<file path="src/rtl/serial_audio_rx.sv">
module serial_audio_rx #(
  parameter int SAMPLE_W = 24,
  parameter int SHORT_W  = 16
) (
  input  logic                clk,
  input  logic                rst_n,
  input  logic [1:0]          fmt,
  input  logic                sck_in,
  input  logic                ws_in,
  input  logic                sd_in,
  output logic [SAMPLE_W-1:0] left_out,
  output logic [SAMPLE_W-1:0] right_out,
  output logic                pair_valid
);
  localparam int CW = $clog2(SAMPLE_W + 1);
  localparam logic [CW-1:0] WL = CW'(SAMPLE_W);
  localparam logic [1:0] F_I2S = 2'b00;
  localparam logic [1:0] F_RJS = 2'b11;

  logic [2:0] sck_p;
  logic [1:0] ws_p, sd_p;
  logic       ws_s, sd_s, rise;
  logic       ws_last, eff_last, framed, have_left;
  logic [1:0] prime;
  logic [CW-1:0] cnt;
  logic [SAMPLE_W-1:0] acc, shreg, left_hold;
  logic       msb_fmt, eff, edge_now, ended_left;
  logic [SAMPLE_W-1:0] msb_word, lsb_word, word_done;

  always_ff @(posedge clk or negedge rst_n)
    if (!rst_n) begin
      sck_p <= '0;
      ws_p  <= '0;
      sd_p  <= '0;
    end else begin
      sck_p <= {sck_p[1:0], sck_in};
      ws_p  <= {ws_p[0], ws_in};
      sd_p  <= {sd_p[0], sd_in};
    end

  assign rise       = sck_p[1] & ~sck_p[2];
  assign ws_s       = ws_p[1];
  assign sd_s       = sd_p[1];
  assign msb_fmt    = ~fmt[1];
  assign eff        = (fmt == F_I2S) ? ws_last : ws_s;
  assign edge_now   = (prime == 2'd2) && (eff != eff_last);
  assign ended_left = (fmt == F_I2S) ? ~eff_last : eff_last;
  assign msb_word   = acc << (WL - cnt);
  assign lsb_word   = (fmt == F_RJS) ?
                      {{(SAMPLE_W-SHORT_W){shreg[SHORT_W-1]}}, shreg[SHORT_W-1:0]} : shreg;
  assign word_done  = msb_fmt ? msb_word : lsb_word;

  always_ff @(posedge clk or negedge rst_n)
    if (!rst_n) begin
      ws_last    <= 1'b0;
      eff_last   <= 1'b0;
      prime      <= '0;
      framed     <= 1'b0;
      have_left  <= 1'b0;
      cnt        <= '0;
      acc        <= '0;
      shreg      <= '0;
      left_hold  <= '0;
      left_out   <= '0;
      right_out  <= '0;
      pair_valid <= 1'b0;
    end else begin
      pair_valid <= 1'b0;
      if (rise) begin
        ws_last  <= ws_s;
        eff_last <= eff;
        if (prime != 2'd2) prime <= prime + 2'd1;
        shreg <= {shreg[SAMPLE_W-2:0], sd_s};
        if (edge_now) begin
          framed <= 1'b1;
          acc    <= {{(SAMPLE_W-1){1'b0}}, sd_s};
          cnt    <= CW'(1);
          if (framed) begin
            if (ended_left) begin
              left_hold <= word_done;
              have_left <= 1'b1;
            end else if (have_left) begin
              left_out   <= left_hold;
              right_out  <= word_done;
              pair_valid <= 1'b1;
              have_left  <= 1'b0;
            end
          end
        end else if (cnt != WL) begin
          acc <= {acc[SAMPLE_W-2:0], sd_s};
          cnt <= cnt + CW'(1);
        end
      end
    end

  a_r7_single_pulse: assert property (@(posedge clk) disable iff (!rst_n)
    pair_valid |=> !pair_valid);

  a_r7_outputs_hold: assert property (@(posedge clk) disable iff (!rst_n)
    ((left_out != $past(left_out)) || (right_out != $past(right_out))) |-> pair_valid);

  a_r6_sign_extend: assert property (@(posedge clk) disable iff (!rst_n)
    (pair_valid && fmt == F_RJS) |->
      (right_out[SAMPLE_W-1:SHORT_W] == {(SAMPLE_W-SHORT_W){right_out[SHORT_W-1]}}));

  a_r8_no_early_pair: assert property (@(posedge clk) disable iff (!rst_n)
    (prime != 2'd2) |-> !pair_valid);
endmodule

</file>
<file path="config.mk">
export PLATFORM = sky130hd
export DESIGN_NAME = serial_audio_rx
export DESIGN_NICKNAME = d
export VERILOG_FILES = /design/src/rtl/serial_audio_rx.sv
export SDC_FILE = /design/constraint.sdc
export NUM_CORES = 1
export LEC_CHECK = 0
export ABC_AREA = 1
export BUFFER_PORTS_ARGS = -buffer_cell sky130_fd_sc_hd__buf_4
export CELL_PAD_IN_SITES_DETAIL_PLACEMENT = 1
export CELL_PAD_IN_SITES_GLOBAL_PLACEMENT = 2
export CORE_ASPECT_RATIO = 0.75
export CORE_MARGIN = 1
export CORE_UTILIZATION = 30
export CTS_BUF_LIST = sky130_fd_sc_hd__clkbuf_8 sky130_fd_sc_hd__clkbuf_16
export CTS_CLUSTER_SIZE = 14
export DETAILED_ROUTE_END_ITERATION = 8
export MAX_ROUTING_LAYER = met4
export PLACE_DENSITY = 0.67
export SKIP_LAST_GASP = 1
export SLEW_MARGIN = 10
export SYNTH_ARGS = -nofsm -noshare
export SYNTH_HDL_FRONTEND = slang
export SYNTH_SLANG_ARGS = --single-unit
</file>
<file path="constraint.sdc">
create_clock -name clk -period 3.7 [get_ports clk]
set_input_delay 0.37 -clock clk [delete_from_list [all_inputs] [get_ports clk]]
set_output_delay 0.37 -clock clk [all_outputs]
set_load 0.02 [all_outputs]
</file>
==> summary.md, run 1 <==
| Metric | Value |
|---|---|
| Final slew viol count | 0 |
| Syn. warnings | 0 |
| Failing checks | hold timing |
| Gpl congestion | 0.861 |
| Switch share | 46.2% |
| Place WS | 0.763 ns |
| Detailed-route via count | 5879 |
| Cell variety after synth | 30 |
| Clock root cell | clkbuf_16 |
| Tot GR Track Use | 20.6% |
| PnR worst setup slack | 0.694 ns |
| Die width | 175 um |
| Comb power frac | 46.0% |
| Most used routing layer | met2 |
| Post-route DRC | 0 |
| # Post-CTS Setup Buffers | 0 |
| Initial drt markers | 393 |
| First-pass GRT wire length | 35600 um |
| Grt met3 use | 3.00% |
| Ant diodes | 0 |
| Vias per cell | 4.90 |
| Status | finished with violations |
| Synth Net Count | 864 |
| Routed wire per std cell | 17.8 um |
| CTS tree | done |
| Worst Max-Slew Pin Slew | 1.13 ns |
| RSZ-0062 raised after global routing | false |
| HP Class | in -> async |
| Max Root-Sink Buffers | 2 |
| Switch Pwr | 3.26 mW |
| Part of the cycle the worst path needs | 81.2% |
| Clock power frac | 23.7% |
| Syn-to-layout area delta | 17.8% |
| Flops & latches, synth | 139 |
| Largest net degree at the start of global routing | 92 |
| Final setup viols | 0 |
| Post-synthesis xor/xnor area fraction | 0.892% |
| Slowest library cell on the worst path | inv_1 |
| Worst rel slew slack | 24.1% |
| PortBufs | 55 |
| Post-CTS Hold Fix Bufs | 0 |
| Clk pin slew, worst setup/hold paths | 0.07 ns |
| Clk sinks | 139 |
| Minimum clock period | 3.01 ns |
| Startpoint types | register |
| Syn avg cell area | 7.89 um2 |
| Initial antenna violation count | 0 |
| Critical path class | reg -> reg |
| H-tree levels | 4 |
| WL final | 21300 um |
| Crit-path max FO | 28 |
| Max VDD drop | 0.000395 V |
| Drt first pass iters | 5 |
| Max-cap violations | 0 |
| Internal power | 3.80 mW |
| Vias in the first global route | 6265 |
| Area of the mapped netlist | 6740 um2 |
| Num CTS Buffers | 17 |
| Most frequent CP cell | nand2_1 |
| Main combinational cell family by area after synthesis | simple AND/OR/NAND/NOR gates |
| Total negative slack | 0 ns |
| Full die area | 23100 um2 |
| Layout cells sized above 1 | 12.8% |
| Initial Util | 30.5% |
| Crit end category | register |
| Simple-Gate Fraction of Synth Area | 28.6% |
| Critical Path Max Stage Delay | 0.62 ns |
| Power per Cell Area | 890 nW/um2 |
| Fmax | 333 MHz |
| Pleak | 3.92 nW |
| DIE HEIGHT | 132 um |
| Synth Area in Adders | 0.557% |
| Synth Area in Compound Gates | 9.64% |
| Fillers | 2675 |
| Crit-path cells | inv_2 -> ha_1 -> inv_1 -> nand2_1 -> nand2_1 -> inv_1 -> nand3_1 -> nand3_1 -> nand2_1 -> nand2_1 -> nand2_1 -> nand2_1 -> nand2_1 -> nand2_1 |
| Grt total ovfl | 0 |
| WP data required | 4.07 ns |
| DP Wirelength | 15200 um |
| Skew final | 0.0115 ns |
| ANT nets after route | 0 |
| Layout Nets | 904 |
| Proportion of synthesized area in mux cells | 0% |
| I/O Pins | 56 |
| Seq/Total Area, Yosys | 51.6% |
| Met1 Track Usage GR | 29.8% |
| Worst-skew pair later-pin latency | 0.43 ns |
| Row count | 47 |
| Core area | 22100 um2 |
| Worst EP arrival | 3.37 ns |
| Hold slack | -0.0118 ns |
| Share of total power in sequential cells | 30.3% |
| Gate Count Post-Synth | 854 |
| Reg2Reg Depth | 14 |
| Post_cts resized | 0 |
| Total Power | 7.06 mW |
| Met2 Use GR | 30.2% |
| Final hold violation count | 3 |
per-stage QoR:
stage                     area [um2]  std cells  utilization [%]
final                           7930       1201             36.0
after global placement          7360       1169             33.4
after CTS                       7930       1201             36.0
after detailed placement        7360       1169             33.4
after global routing            7930       1201             36.0
after floorplan                 6740        854                -
state kept, by name (all words and copies together), names as in the netlist, 2 cells and up:
name,cells
sck_p,3
right_out,24
cnt,5
prime,2
left_hold,24
sd_p,2
ws_p,2
left_out,24
acc,24
shreg,24
kinds of logic after synthesis:
logic type / after synthesis
buf+inv: 132
simple gates: 456
xor+xnor: 6
compound gates: 118
fa+ha+maj: 3
flops: 139
worst max-delay path, delay by kind of cell (launching register included):
| family | cells | cell delay (ns) |
|---|---|---|
| buf+inv | 3 | 1.02 |
| simple gates | 10 | 1.25 |
| fa+ha+maj | 1 | 0.25 |
| flops | 1 | 0.40 |
cell usage after synthesis, drive strengths merged:
master  count  share of area, %
xor2        6              0.89
o22ai      34               3.2
nand3     119               9.2
nand4       1             0.093
nand3b      2              0.22
inv        87               4.8
o21ai      69               5.1
nand2     320                18
nor3        1             0.074
and2        1             0.093
clkbuf     12              0.67
dfrtp     139                52
o211ai      5              0.56
buf        33               3.1
nor2       10              0.85
or2         2              0.19
a21oi      10              0.80
ha          3              0.56
final timing paths:
kind,end,startpoint,slack (ns)
hold / removal,left_out[2],rst_n,-0.01
min in group clk,sck_p[0],sck_in,0.05
max in group asynchronous,acc[23],rst_n,2.93
setup reg to reg,right_out[19],cnt[0],0.69
setup / recovery,right_out[19],cnt[0],0.69
hold reg to reg,ws_p[1],ws_p[0],0.36
cell type report:
class / count / area (um2) / area share (%)
inverters: 87 / 327 / 4.12
repair buffers: 66 / 512 / 6.45
clock inverters: 14 / 129 / 1.62
multi-input cells: 583 / 2680 / 33.8
clock buffers: 18 / 439 / 5.54
flip-flops and latches: 139 / 3480 / 43.9
well taps: 294 / 368 / 4.64
routing by layer:
metal	vias to the layer above	part of all wire (%)
met5	-	0
met4	0	0.90
met3	17	3.6
met2	94	45
met1	2938	51
li1	2830	-
placed cells by master, fill, tap and decap left out, drive strengths merged:
master,instances
and2,1
o22ai,34
nor3,1
buf,66
clkbuf,18
nand4,1
clkinvlp,3
ha,3
nand3b,2
o211ai,5
nand3,119
inv,95
nand2,320
o21ai,69
xor2,6
a21oi,10
clkinv,3
nor2,10
or2,2
dfrtp,139
power groups by stage:
stage | Sequential [mW] | Clock, mW | Combinational (mW)
global placement | 2.15 | 0 | 3.21
CTS | 2.15 | 1.73 | 3.26
finish | 2.14 | 1.67 | 3.25
global route | 2.20 | 1.79 | 3.62
detailed placement | 2.18 | 0 | 3.24
floorplan | 2.29 | 0 | 1.92
Power figures use the tool's default switching activity.
==> run 2: changes to the inputs <==
- ABC_AREA: 1 -> 0
- PLACE_DENSITY: 0.67 -> 0.61
- clock period: 3.7 -> 2.9 ns (I/O delays scaled with it)
==> summary.md, run 2 <==
| Metric | Value |
|---|---|
| Internal power | 4.75 mW (+25%) |
| Placed cell area | 7800 um2 (+6.0%) |
| Minimum clock period | 2.75 ns (-0.260 ns) |
| Final slew viol count | 0 (unchanged) |
| Critical path class | reg -> reg |
| WL final | 21000 um (-1.7%) |
| Hold slack | 0.242 ns (+0.254 ns) |
| Synth Net Count | 679 (-21%) |
| Commonest non-fill, non-tap cell in the layout | nand2_1 |
| Hold Startpoint | fmt[1] |
| Area leader, netlist | dfrtp_1 |
| Synth Area in Adders | 0.539% (-0.019 points) |
| Top-count cell post-synth | nand2_1 |
| First-pass GRT wire length | 34100 um (-4.3%) |
| Syn avg cell area | 10.4 um2 (+32%) |
| Ys flop type | dfrtp_1 |
| Full die area | 23800 um2 (+3.4%) |
| Layout cells sized above 1 | 24.7% (+12 points) |
| Post-synthesis xor/xnor area fraction | 0.880% (-0.012 points) |
| Pleak | 4.04 nW (+2.8%) |
| Most area-consuming cells after synthesis | dfrtp_1 50%, nand2_1 10%, mux2_2 5.7%, mux4_2 5.5%, a22o_1 3.5% |
| Worst-skew pair later-pin latency | 0.43 ns (about the same) |
| Fillers | 2473 (-7.6%) |
| Detailed-route via count | 5477 (-6.8%) |
| Synth Area in Compound Gates | 14.0% (+4.4 points) |
| Crit-path max FO | 37 (+32%) |
| Worst Setup SP | cnt[0] |
| Drt first pass iters | 5 (unchanged) |
| Final hold violation count | 0 (-3) |
| FF-to-FF Start | cnt[0] |
| Crit end category | register |
| Post_cts resized | 0 (unchanged) |
| Seq/Total Area, Yosys | 49.9% (-1.7 points) |
| Switch share | 37.2% (-9.0 points) |
| Worst rel slew slack | 48.6% (+24 points) |
| Clock power frac | 30.1% (+6.4 points) |
| DP Cell Count | 1003 (-14%) |
| Fmax | 364 MHz (+9.5%) |
| Main combinational cell family by area after synthesis | simple AND/OR/NAND/NOR gates |
| Worst EP arrival | 3.04 ns (-0.33 ns) |
| Place WS | 0.149 ns (-0.614 ns) |
| CTS tree | done |
| Initial antenna violation count | 0 (unchanged) |
| Final setup viols | 0 (unchanged) |
| Final Cell Area | 8460 um2 (+6.7%) |
| ANT nets after route | 0 (unchanged) |
| Skew final | 0.0117 ns (+0.000164 ns) |
| PortBufs | 55 (unchanged) |
| Clk pin slew, worst setup/hold paths | 0.06 ns (about the same) |
| Layout Nets | 743 (-18%) |
| Part of the cycle the worst path needs | 94.7% (+13 points) |
| Core Util, Final | 37.8% (+1.8 points) |
| Power per Cell Area | 895 nW/um2 (+0.56%) |
| Post-synth EDFFs | 0 (unchanged) |
| H-tree levels | 4 (unchanged) |
| RSZ-0062 raised after global routing | false |
| HP Class | in -> reg |
| Synth top area share | 49.9% (-1.7 points) |
| Syn. warnings | 0 (unchanged) |
| Ant diodes | 0 (unchanged) |
| Fraction of registers with async set/reset | 100% (unchanged) |
| Die width | 178 um (+1.7%) |
| Clock root cell | clkbuf_16 |
| Row count | 47 (unchanged) |
| Gate Count Post-Synth | 669 (-22%) |
| Routed wire per std cell | 20.2 um (+14%) |
| Core area | 22400 um2 (+1.6%) |
| Simple-Gate Fraction of Synth Area | 16.3% (-12 points) |
| PnR worst setup slack | 0.154 ns (-0.540 ns) |
| Final Non-Filler Cells | 1040 (-13%) |
| Flops & latches, synth | 139 (unchanged) |
| Worst Max-Slew Pin Slew | 0.771 ns (-0.363 ns) |
| Highest-count cells in the layout ignoring fill and taps | 192 x nand2_1, 139 x dfrtp_1, 80 x buf_4 |
| Status | finished clean |
| Top post-synthesis cells by count | 192 x nand2_1, 139 x dfrtp_1, 35 x mux2_2, 35 x o21ai_0, 28 x a22o_1 |
| WP data required | 3.20 ns (-0.87 ns) |
| Num CTS Buffers | 17 (unchanged) |
| Clk sinks | 139 (unchanged) |
| Max VDD drop | 0.000522 V (+32%) |
| Initial drt markers | 493 (+25%) |
| Area of the mapped netlist | 6970 um2 (+3.5%) |
| Max Root-Sink Buffers | 2 (unchanged) |
| Cell variety after synth | 62 (+110%) |
| Grt total ovfl | 0 (unchanged) |
| Total negative slack | 0 ns (unchanged) |
| Share of total power in sequential cells | 32.5% (+2.2 points) |
| Gpl congestion | 0.930 (+8.0%) |
| Total Power | 7.57 mW (+7.3%) |
| DP Wirelength | 15200 um (+0.13%) |
| Largest net degree at the start of global routing | 71 (-23%) |
| Vias per cell | 5.27 (+7.6%) |
| Tot GR Track Use | 19.7% (-0.88 points) |
| Post-route DRC | 0 (unchanged) |
| Switch Pwr | 2.82 mW (-14%) |
| Vias in the first global route | 5636 (-10%) |
| Syn-to-layout area delta | 21.5% |
| Comb power frac | 37.4% (-8.6 points) |
| DIE HEIGHT | 134 um (+1.7%) |
| Startpoint types | register |
| Proportion of synthesized area in mux cells | 14.7% (+15 points) |
| Initial Util | 31.1% (+0.56 points) |
| Max-cap violations | 0 (unchanged) |
| I/O Pins | 56 (unchanged) |
[run 2: changes by cell type after synthesis, moves of 7 or more]
cell	before	now
a21o_1	0	7
a21oi_1	9	24
a22o_1	0	28
inv_1	81	7
mux2_2	0	35
mux2i_1	0	9
mux4_2	0	17
nand2_1	318	192
nand3_1	117	17
nor2_1	6	18
o21ai_0	63	35
o22ai_1	34	0
[run 2: layer usage]
metal	up-vias	track usage, %	wire [um]
met1	2836	27.9	10400
met2	111	28.0	9420
li1	2516	-	-
met3	14	4.73	985
met4	0	4.84	192
met5	-	-	0
[run 2: critical path: stages (launching register included)]
cell and delay [ns]:
dfrtp_1 0.40, buf_12 0.20, or4_1 0.74, nand2_1 0.26, mux2_2 0.37, a2111oi_2 0.49, o21ai_0 0.13
[run 2: final timing paths]
path / endpoint / depth (start not counted) / slack [ns]
setup / recovery: left_hold[16] / 6 / 0.15
hold / removal: eff_last / 3 / 0.24
setup reg to reg: left_hold[16] / 6 / 0.15
hold reg to reg: sd_p[1] / 0 / 0.34
max in group asynchronous: right_out[21] / 3 / 1.78
min in group asynchronous: sd_p[1] / 2 / 0.34
[run 2: power by group through the flow]
stage / registers (mW) / logic, mW / clock network (mW)
global placement: 2.49 / 2.72 / 0
CTS: 2.46 / 2.78 / 2.35
floorplan: 2.39 / 1.94 / 0
detailed placement: 2.50 / 2.76 / 0
global route: 2.51 / 3.07 / 2.43
finish: 2.46 / 2.83 / 2.28
[run 2: area by class of cell]
class                   instances  area (um2)  share of cell area, %
repair buffers                 89         723                   8.55
clock buffers                  18         439                   5.19
well taps                     294         368                   4.35
flip-flops and latches        139        3480                   41.1
multi-input cells             478        3250                   38.5
inverters                       8        30.0                  0.355
clock inverters                14         170                   2.01
[run 2: timing repair]
item	CTS	global route
setup endpoints to repair	0	1
hold buffers	4	0
endpoints found under the hold margin	39	0
setup buffers	0	1
[run 2: kinds of logic (layout without fill, tap and decap cells)]
logic type	Yosys count	after routing
fa+ha+maj	3	3
compound gates	137	137
mux	67	67
xor+xnor	7	7
flops	139	139
simple gates	264	264
buf+inv	52	129
